## config.mk

```make
export PLATFORM = sky130hd
export DESIGN_NAME = pa_enum_ctrl
export DESIGN_NICKNAME = d
export VERILOG_FILES = /design/src/rtl/pa_enum_pkg.sv /design/src/rtl/pa_prio_pick.sv /design/src/rtl/pa_distinct.sv /design/src/rtl/pa_enum_ctrl.sv
export SDC_FILE = /design/constraint.sdc
export NUM_CORES = 1
export LEC_CHECK = 0
export CORE_AREA = 2 2 63 124
export CTS_BUF_LIST = sky130_fd_sc_hd__clkbuf_8
export DETAILED_ROUTE_END_ITERATION = 12
export DIE_AREA = 0 0 65 126
export GPL_TIMING_DRIVEN = 0
export PLACE_DENSITY = 0.74
export SLEW_MARGIN = 20
export SYNTH_ARGS = -nofsm -noshare
export SYNTH_HDL_FRONTEND = slang
export SYNTH_SLANG_ARGS = --single-unit
```

## constraint.sdc

```tcl
create_clock -name clk -period 1.43 [get_ports clk]
set_clock_uncertainty 0.15 [all_clocks]
set_input_delay 0.143 -clock clk [delete_from_list [all_inputs] [get_ports clk]]
set_output_delay 0.143 -clock clk [all_outputs]
set_load 0.01 [all_outputs]
```

## src/rtl/pa_enum_pkg.sv

```systemverilog
package pa_enum_pkg;
    typedef enum logic [1:0] {
        OP_CFG   = 2'b00,
        OP_WRPA  = 2'b01,
        OP_RSTFF = 2'b10,
        OP_RSVD  = 2'b11
    } cmd_op_e;
endpackage

```

## src/rtl/pa_prio_pick.sv

```systemverilog
module pa_prio_pick #(
    parameter int N = 4
) (
    input  logic [N-1:0] req,
    output logic [N-1:0] grant,
    output logic         any
);
    genvar i;
    generate
        for (i = 0; i < N; i++) begin : g_pick
            if (i == 0) begin : g_first
                assign grant[i] = req[i];
            end else begin : g_rest
                assign grant[i] = req[i] & ~(|req[i-1:0]);
            end
        end
    endgenerate
    assign any = |req;
endmodule

```

## src/rtl/pa_distinct.sv

```systemverilog
module pa_distinct #(
    parameter int N    = 4,
    parameter int PA_W = 4
) (
    input  logic [N*PA_W-1:0] addrs,
    output logic              unique_o
);
    localparam int PAIRS = N * N;
    logic [PAIRS-1:0] diff;
    genvar i, j;
    generate
        for (i = 0; i < N; i++) begin : g_row
            for (j = 0; j < N; j++) begin : g_col
                if (j > i) begin : g_cmp
                    assign diff[i*N+j] = addrs[i*PA_W +: PA_W] != addrs[j*PA_W +: PA_W];
                end else begin : g_skip
                    assign diff[i*N+j] = 1'b1;
                end
            end
        end
    endgenerate
    assign unique_o = &diff;
endmodule

```

## src/rtl/pa_enum_ctrl.sv

```systemverilog
module pa_enum_ctrl
    import pa_enum_pkg::*;
#(
    parameter int NUM_DEV = 4,
    parameter int PA_W    = 4,
    parameter int DATA_W  = 16
) (
    input  logic                      clk,
    input  logic                      rst_n,
    input  logic                      cmd_valid,
    input  logic [1:0]                cmd_op,
    input  logic [DATA_W-1:0]         cmd_data,
    output logic [NUM_DEV*PA_W-1:0]   page_addr_o,
    output logic [NUM_DEV-1:0]        full_n_o,
    output logic [NUM_DEV*DATA_W-1:0] cfg_o,
    output logic                      done_o,
    output logic                      overflow_o
);
    typedef struct packed {
        logic [NUM_DEV-1:0][PA_W-1:0]   pa;
        logic [NUM_DEV-1:0]             full_n;
        logic [NUM_DEV-1:0][DATA_W-1:0] cfg;
        logic                           configured;
        logic                           ovf;
    } state_t;

    state_t s_d, s_q;
    logic [NUM_DEV-1:0] grant;
    logic               any_empty;
    logic               all_unique;
    cmd_op_e            op;

    assign op = cmd_op_e'(cmd_op);

    pa_prio_pick #(.N(NUM_DEV)) u_pick (
        .req   (s_q.full_n),
        .grant (grant),
        .any   (any_empty)
    );

    pa_distinct #(.N(NUM_DEV), .PA_W(PA_W)) u_distinct (
        .addrs    (page_addr_o),
        .unique_o (all_unique)
    );

    always_comb begin
        s_d     = s_q;
        s_d.ovf = 1'b0;
        if (cmd_valid) begin
            case (op)
                OP_CFG: begin
                    for (int i = 0; i < NUM_DEV; i++) s_d.cfg[i] = cmd_data;
                    s_d.configured = 1'b1;
                end
                OP_WRPA: begin
                    if (s_q.configured) begin
                        if (any_empty) begin
                            for (int i = 0; i < NUM_DEV; i++) begin
                                if (grant[i]) begin
                                    s_d.pa[i]     = cmd_data[PA_W-1:0];
                                    s_d.full_n[i] = 1'b0;
                                end
                            end
                        end else begin
                            s_d.ovf = 1'b1;
                        end
                    end
                end
                OP_RSTFF: s_d.full_n = '1;
                default: ;
            endcase
        end
    end

    always_ff @(posedge clk or negedge rst_n) begin
        if (!rst_n) begin
            s_q        <= '0;
            s_q.full_n <= '1;
        end else begin
            s_q <= s_d;
        end
    end

    assign page_addr_o = s_q.pa;
    assign full_n_o    = s_q.full_n;
    assign cfg_o       = s_q.cfg;
    assign overflow_o  = s_q.ovf;
    assign done_o      = ~(|s_q.full_n) & all_unique;
endmodule

```

* Word-level counts from Yosys, hierarchy flattened
Index checks and enable logic that the tools add are counted.
** Word-level totals
- Latch bits :: 0
- Logic and storage cells :: 57
- RAM bits :: 0
- Bits in read-only memories :: 0
- Bits of input ports :: 21
- Memories :: 0
- Bits in registers :: 38
** Cells by class
- $mul :: 0
- Magnitude comparators :: 0
- Equal/unequal tests :: 13
- Divide/modulo/power cells :: 0
- Reduce and logical (&&, ||, !) cells :: 15
- Add/subtract/negate cells :: 0
- Mux-type cells :: 10
- Shift operators :: 0
- Bitwise logic cells :: 8
** Operator list (number)
- AND reduction 5 bit :: 7
- != test 4 bit :: 6
- != test 2 bit, second input constant :: 5
- 2-to-1 mux 4 bit :: 2
- case mux 4 bit (2 select lines) :: 1
- 2-to-1 mux 1 bit :: 7
- AND reduction 6 bit :: 1
- AND 1 bit :: 4
- NOT 1 bit :: 4
- AND reduction 4 bit :: 1
- OR reduction 4 bit :: 1
- OR reduction 3 bit :: 1
- == test 2 x 1 -> 1 bit, second input constant :: 1
- == test 2 bit, second input constant :: 1
- zero test 2 bit :: 1
- AND reduction 2 bit :: 1
- nonzero test 2 bit :: 1
- OR reduction 2 bit :: 1

* Depth between registers and ports, before layout
Gate-level depths: netlist of the first run.
- Depth after elaboration :: 7
- Gate-level depth with buffers :: 4
- Mapped depth without buffers :: 4

* Hierarchy
A second synthesis of the first run with hierarchy kept.
** Second synthesis, totals
- Cell total of the unflattened synthesis :: 214
- Area total of the unflattened synthesis :: 2487.4 µm²
** By module, submodules not included
- pa_enum_ctrl :: cells an instance 178, instances 1, sequential area each 955.9 µm², area an instance 2190.9 µm²
- pa_distinct :: cells an instance 31, instances 1, sequential area each 0.0 µm², area an instance 259.0 µm²
- pa_prio_pick :: cells an instance 5, instances 1, sequential area each 0.0 µm², area an instance 37.5 µm²

* Worst setup path after synthesis of the first run
Ideal clock, no wire load.
- Kind :: register -> register
- From :: reg s_q (netlist bit full_n_o[1])
- To :: reg s_q (netlist bit page_addr_o[4])
- Cell stages (with the launch flop) :: 3
- Buffers on the path :: 0
- Path slack :: -0.050 ns
- Clock period less this slack :: 1.480 ns
- Data arrival time :: 1.205 ns
- Cells stage by stage :: dfstp_2 > nor4b_4 > mux2_2
** On the way
- Word-level cells in the longest chain between the ends :: 2
** Ends and longest elaborated chain
- from (decl) :: line pa_enum_ctrl.sv:27 : state_t s_d, s_q;
- OR reduction 4 bit / AND 1 bit (equally long branches) :: line pa_prio_pick.sv:18, pa_prio_pick.sv:14
- AND reduction 5 bit (no source line) (*)
Mark *: on every way between the ends. The rest lies on a longest branch, timed or not.
A chain may end at the register's enable or synchronous reset.

* Final worst setup path of the first run
- From :: reg s_q (netlist bit page_addr_o[9])
- To :: out done_o
** On the way
- Word-level cells in the longest chain between the ends :: 3
** Ends and longest elaborated chain
- != test 4 bit :: line pa_distinct.sv:15 : assign diff[i*N+j] = addrs[i*PA_W +: PA_W] != addrs[j*PA_W +: PA_W];
- AND reduction 6 bit (*) :: line pa_distinct.sv:22 : assign unique_o = &diff;
- AND 1 bit (*) :: line pa_enum_ctrl.sv:88 : assign done_o = ~(|s_q.full_n) & all_unique;
- to (decl) :: line pa_enum_ctrl.sv:16 : output logic done_o,
Marks and branches as above.

==> results of run 1 <==
==> power groups by stage <==
stage / combinational (µW) / sequential (µW) / clock [µW]
after floorplan: 1830 / 1760 / 0
after detailed placement: 3150 / 1870 / 0
after global routing: 4220 / 1890 / 830
after CTS: 3730 / 1780 / 783
final: 3960 / 1830 / 757
after global placement: 3090 / 1850 / 0
==> metal layers <==
metal	up-vias	wire length, µm
li1	958	-
met1	962	2110
met2	68	4190
met3	16	312
met4	0	207
met5	-	0
==> flip-flops by register name, summed over array words and instances (netlist names) <==
name and count:
cfg_o 16, full_n_o 4, overflow_o 1, page_addr_o 16
s_q 1
==> cell type report <==
cell class	instances	area (µm²)	area share [%]
multi-input combinational	85	955	22.0
clock buffer	6	82.6	1.90
sequential	38	976	22.5
clock inverter	2	8.76	0.202
buffer	79	617	14.2
inverter	1	3.75	0.0865
timing repair buffer	173	1580	36.5
tap	92	115	2.65
==> path summary, 6_finish.rpt <==
kind,endpoint,start,slack [ns]
max in group asynchronous,full_n_o[3]$_DFFE_PN1P_,rst_n,0.36
setup reg to reg,page_addr_o[5]$_DFFE_PN0P_,full_n_o[0]$_DFFE_PN1P_,-0.21
hold reg to reg,s_q[1]$_DFFE_PN0P_,s_q[1]$_DFFE_PN0P_,0.41
hold / removal,full_n_o[0]$_DFFE_PN1P_,cmd_op[0],0.17
min in group asynchronous,cfg_o[61]$_DFFE_PN0P_,rst_n,0.21
setup / recovery,done_o,page_addr_o[9]$_DFFE_PN0P_,-0.37
==> synth_stat cells, types with 2 or more instances <==
cell / instances
sky130_fd_sc_hd__nor2_1: 3
sky130_fd_sc_hd__dfstp_2: 4
sky130_fd_sc_hd__xor2_1: 8
sky130_fd_sc_hd__dfrtp_1: 34
sky130_fd_sc_hd__buf_4: 84
sky130_fd_sc_hd__nor4_1: 2
sky130_fd_sc_hd__a21oi_1: 4
sky130_fd_sc_hd__mux2_2: 23
sky130_fd_sc_hd__mux2_4: 9
sky130_fd_sc_hd__xnor2_1: 16
sky130_fd_sc_hd__nand4_1: 5
sky130_fd_sc_hd__nand2_1: 2
==> through the flow <==
step | instances | TNS [ns] | total power (µW) | area [µm²]
CTS | 476 | -2.66 | 6300 | 4180
floorplan | 209 | -0.201 | 3590 | 2440
finish | 476 | -3.04 | 6540 | 4340
detailed placement | 408 | -20.41 | 5020 | 3640
global route | 476 | -4.05 | 6940 | 4340
global placement | 407 | -50.35 | 4930 | 3620
==> cell families (layout without fill, tap and decap cells) <==
logic type / Yosys count / after routing / share of synthesized area (%)
multiplexers: 32 / 32 / 16.2
buffers and inverters: 86 / 261 / 26.8
flip-flops: 38 / 38 / 39.2
AND/OR/NAND/NOR: 22 / 22 / 7.44
AO/OA/AOI/OAI: 7 / 7 / 1.80
XOR/XNOR: 24 / 24 / 8.62
==> timing repair <==
action,4_1_cts,5_1_grt
hold endpoints to repair,19,0
setup endpoints to repair,120,69
pin swaps,5,3
gates resized for setup,258,66
hold buffers,1,0
buffers inserted,63,8
==> reports/results.ini, run 1 <==
[die]
floorplan.initialDensity_pct=33.8
fp.dieH_um=126
rows=44
core-area_um2=7210
io-pin-count=107
dieWidth_um=65
die_area_um2=8190

[power]
pwr-share-clk_pct=11.6
power.switching_uw=2150
p_int_uw=4400
power.share.sequential_pct=28.0
vdd_ir_drop_max_mv=0.937
static_power_due_to_leakage_uw=0.00215
pwrdens_nw_per_um2=1510
p_sw_share_pct=32.8
pwr-share-comb_pct=60.4

[critical_path]
worst-setup-path-type=reg2out
rr_worst_depth=5
timing.critical_path.fanout_max=3
worstPathBufferInverterCount=2
critical-path-slowest-cell=sky130_fd_sc_hd__dfrtp_2
worst-endpoint-arrival_ns=1.51
worstSetupPathDepth=6
critical_path.endpoint_type=primary output
cp_top_family=flip-flops
crit_path_cell_trace=buf_6, xnor2_2, nand4_1, o41ai_2, nor3_2, buf_2
cp_data_required_time_ns=1.14
worst_setup_sp_type=flip-flop
worst_path_largest_cell_delay_ns=0.44

[timing]
final.period_utilization_pct=126
worst_pin_slew_ns=0.518
finalSetupViolations=21
postLayoutSetupSlackWorst_ns=-0.371
maxSlewHeadroom_pct=65.4
fmaxAchievable_ghz=0.555
final-hold-violation-count=0
final_max_slew_viol_count=0
fin_worst_hold_slack_ns=0.166
timing.final.crit_period_ns=1.80
rsz0062_at_grt=yes

[worst_hold_path]
holdPathStages=2
worst_hold_path_type=in2reg

[global_routing]
global_route.overflow_total=0
globalRouteTotalUtil_pct=17.0
m3_gr_usage_pct=2.41
busiest_layer=met2
grt_use_met2_pct=34.7
first_global_vias=2217
largest_net_degree_at_the_start_of_global_routing=21
grt_antenna_before_repair=0
gr-usage-met1_pct=16.0
grt_pass1_wl_um=10900

[layout]
final_common_cell=sky130_fd_sc_hd__buf_4
layout-drive-gt1-share_pct=71.6
design.final.nets=404
insertedDiodeCount=0
final_core_utilization_pct=60.2
final_cell_mix=sky130_fd_sc_hd__buf_4 (134), sky130_fd_sc_hd__buf_6 (48), sky130_fd_sc_hd__clkdlybuf4s15_1 (22)
final.fill_count=601
area_growth_syn_to_layout_pct=77.9

[logic_synthesis]
synth_cells=209
synth_area_um2=2440
count_of_flip_flops_with_a_built_in_enable_after_synthesis=0
ys.flop_type=sky130_fd_sc_hd__dfrtp_1
ys_seq_elements=38
ys_types=27
yosys.area.top_type_share_pct=34.9
yosys-top-cells-area=sky130_fd_sc_hd__dfrtp_1 (35%), sky130_fd_sc_hd__buf_4 (26%), sky130_fd_sc_hd__mux2_2 (11%)
synth-seq-area-share_pct=39.2
synth_fp_nets=230
synth_top_cell_by_area=sky130_fd_sc_hd__dfrtp_1
yosys_warnings=0
syn_area_per_cell_um2=11.7
async_reset_ff_share_pct=100

[clock_network]
cts_tree=done
clock_insertion_delay_worst_skew_ns=0.29
cts_htree_levels=2
cts_num_sinks=38
clk_transition_reported_paths_ns=0.08
cts_buffers=5
cts-root-buf=sky130_fd_sc_hd__clkbuf_8
cts.path.max_buffers=2

[drt]
ant_nets=0
detail_route.drc_violations=0
routed-via-count=2004
drt_pre_antenna_iters=4
drt_iter0_markers=34
viasPerCell=4.21
routed_wl_um=6820
routedWlPerCell_um=14.3

[placed_design]
place_worst_setup_slack_ns=-0.713
final_weighted_congestion_of_routability_driven_global_placement=0.797
dp_hpwl_um=4410
io_buffer_count=106

[job]
timing.max_cap.violations=0

[status]
violations_in_the_final_reports=setup timing
run_status=complete, but fails checks

Note: power is estimated with default switching activity, not from simulation.
==> inputs of run 2 (changes only) <==
PLACE_DENSITY = 0.71   (was 0.74)
clock period = 2 ns   (was 1.43 ns; I/O delays follow)
==> run 2 against run 1 <==
Against the previous run:
- the flow now finishes without violations
- sequential share of layout area increased by 2.8 points
- setup slack better by 0.46 ns
- routed wire length is 21% lower
- flip-flop and latch count did not move
- utilization is 7.4 points lower
- clock power down 32%
- combinational power is 41% lower
- non-clock buffer count down 54
- total power down 36%
- critical path type unchanged
- critical endpoint is now full_n_o[0]
- highest routed layer unchanged
==> reports/results.ini, run 2 (synthesis results as in run 1) <==
[power]
pwr-share-comb_pct=55.8
power_total_uw=4170
static_power_due_to_leakage_uw=0.00169
vdd_ir_drop_max_mv=0.575
p_sw_share_pct=32.4
power.switching_uw=1350
p_int_uw=2820
power.share.sequential_pct=31.8
pwrdens_nw_per_um2=1100
pwr-share-clk_pct=12.4

[die]
dieWidth_um=65
rows=44
die_area_um2=8190
floorplan.initialDensity_pct=33.8
io-pin-count=107
fp.dieH_um=126
core-area_um2=7210

[critical_path]
worst-endpoint-arrival_ns=1.56
rr_worst_depth=3
cp_data_required_time_ns=1.65
crit_end=full_n_o[0]
worst_setup_sp_type=flip-flop
timing.critical_path.fanout_max=7
worstSetupPathDepth=2
crit_path_cell_trace=buf_4, clkdlybuf4s50_1
r2r_slack_ns=0.30
cp_top_family=buffers and inverters
critical-path-slowest-cell=sky130_fd_sc_hd__dfstp_2
worstReg2RegStart=full_n_o[0]$_DFFE_PN1P_
critical_path.endpoint_type=primary output
worst_path_largest_cell_delay_ns=0.62
worstPathBufferInverterCount=2
critPathLaunch=full_n_o[0]$_DFFE_PN1P_
worstReg2RegEnd=page_addr_o[5]$_DFFE_PN0P_
worst-setup-path-type=reg2out

[drt]
drt_iter0_markers=27
routed-via-count=1780
routed_wl_um=5380
viasPerCell=4.22
drt_pre_antenna_iters=4
detail_route.drc_violations=0
ant_nets=0
routedWlPerCell_um=12.7

[clock_network]
cts-root-buf=sky130_fd_sc_hd__clkbuf_8
clk_transition_reported_paths_ns=0.08
cts_htree_levels=2
cts.path.max_buffers=2
cts_num_sinks=38
cts_buffers=5
clock_insertion_delay_worst_skew_ns=0.29
cts_tree=done

[worst_hold_path]
worst_hold_path_type=in2async

[timing]
final.period_utilization_pct=95.4
timing.final.crit_period_ns=1.91
postLayoutSetupSlackWorst_ns=0.0911
fin_worst_hold_slack_ns=0.264
final_max_slew_viol_count=0
maxSlewHeadroom_pct=65.3
rsz0062_at_grt=no
fmaxAchievable_ghz=0.524
worst_pin_slew_ns=0.521
finalSetupViolations=0
final-hold-violation-count=0

[layout]
final.fill_count=649
design.final.nets=350
final_cell_mix=sky130_fd_sc_hd__clkdlybuf4s50_1 (104), sky130_fd_sc_hd__buf_4 (89), sky130_fd_sc_hd__dfrtp_1 (28)
insertedDiodeCount=0
area_growth_syn_to_layout_pct=56.1
final_common_cell=sky130_fd_sc_hd__clkdlybuf4s50_1
layout-drive-gt1-share_pct=46.7

[global_routing]
first_global_vias=1826
grt_antenna_before_repair=0
globalRouteTotalUtil_pct=13.8
global_route.overflow_total=0
largest_net_degree_at_the_start_of_global_routing=22
grt_pass1_wl_um=8670

[status]
run_status=finished, final reports clean

[placed_design]
final_weighted_congestion_of_routability_driven_global_placement=0.763
io_buffer_count=106
dp_hpwl_um=4290
place_worst_setup_slack_ns=-0.178

[job]
timing.max_cap.violations=0

[run 2: cell type report]
class,count,area [µm²],share of cell area [%]
buffer,85,651,17.1
clock buffer,5,68.8,1.81
clock inverter,3,17.5,0.460
inverter,1,3.75,0.0986
multi-input combinational,85,863,22.7
sequential,38,963,25.3
tap,92,115,3.02
timing repair buffer,113,1130,29.6
[run 2: per-layer routing]
layer  up-vias  part of all wire, %  wire (µm)  global-route usage (%)
met4         0                  4.9        261                    8.89
met2        73                   58       3140                    26.3
met1       834                   31       1680                    12.6
li1        856                    -          -                       -
met3        17                  5.7        306                    2.50
met5         -                    0          0                       0
[run 2: power groups by stage]
stage | sequential, µW | combinational (µW) | clock, µW
after floorplan | 1260 | 1310 | 0
after global placement | 1320 | 2210 | 0
after detailed placement | 1340 | 2230 | 0
after CTS | 1330 | 2350 | 548
after global routing | 1380 | 2480 | 565
final | 1330 | 2330 | 516
[run 2: worst min-delay path by stage]
| stage | end | depth (start not counted) | slack, ns | startpoint |
|---|---|---|---|---|
| final | page_addr_o[2]$_DFFE_PN0P_ | 2 | 0.26 | rst_n |
| after global routing | page_addr_o[15]$_DFFE_PN0P_ | 2 | 0.34 | rst_n |
| after CTS | page_addr_o[2]$_DFFE_PN0P_ | 2 | 0.27 | rst_n |
| after detailed placement | page_addr_o[2]$_DFFE_PN0P_ | 1 | 0.05 | rst_n |
| after global placement | full_n_o[2]$_DFFE_PN1P_ | 2 | 0.36 | full_n_o[2]$_DFFE_PN1P_ |
| after floorplan | cfg_o[48]$_DFFE_PN0P_ | 0 | -0.25 | rst_n |
[run 2: through the flow]
step | cells | instance area, µm² | utilization (%) | TNS (ns)
final | 422 | 3810 | 52.8 | 0
after global routing | 422 | 3810 | 52.8 | 0
after CTS | 421 | 3800 | 52.7 | 0
after detailed placement | 408 | 3640 | 50.5 | -1.51
after global placement | 407 | 3620 | 50.1 | -16.60
after floorplan | 209 | 2440 | - | 0
[run 2: what timing repair did]
item / 4_1_cts / 5_1_grt
endpoints found under the setup margin: 1 / 2
buffers inserted: 4 / 1
hold buffers: 1 / 0
hold endpoints to repair: 19 / 0
resized for setup: 15 / 0
pin swaps: 2 / 1
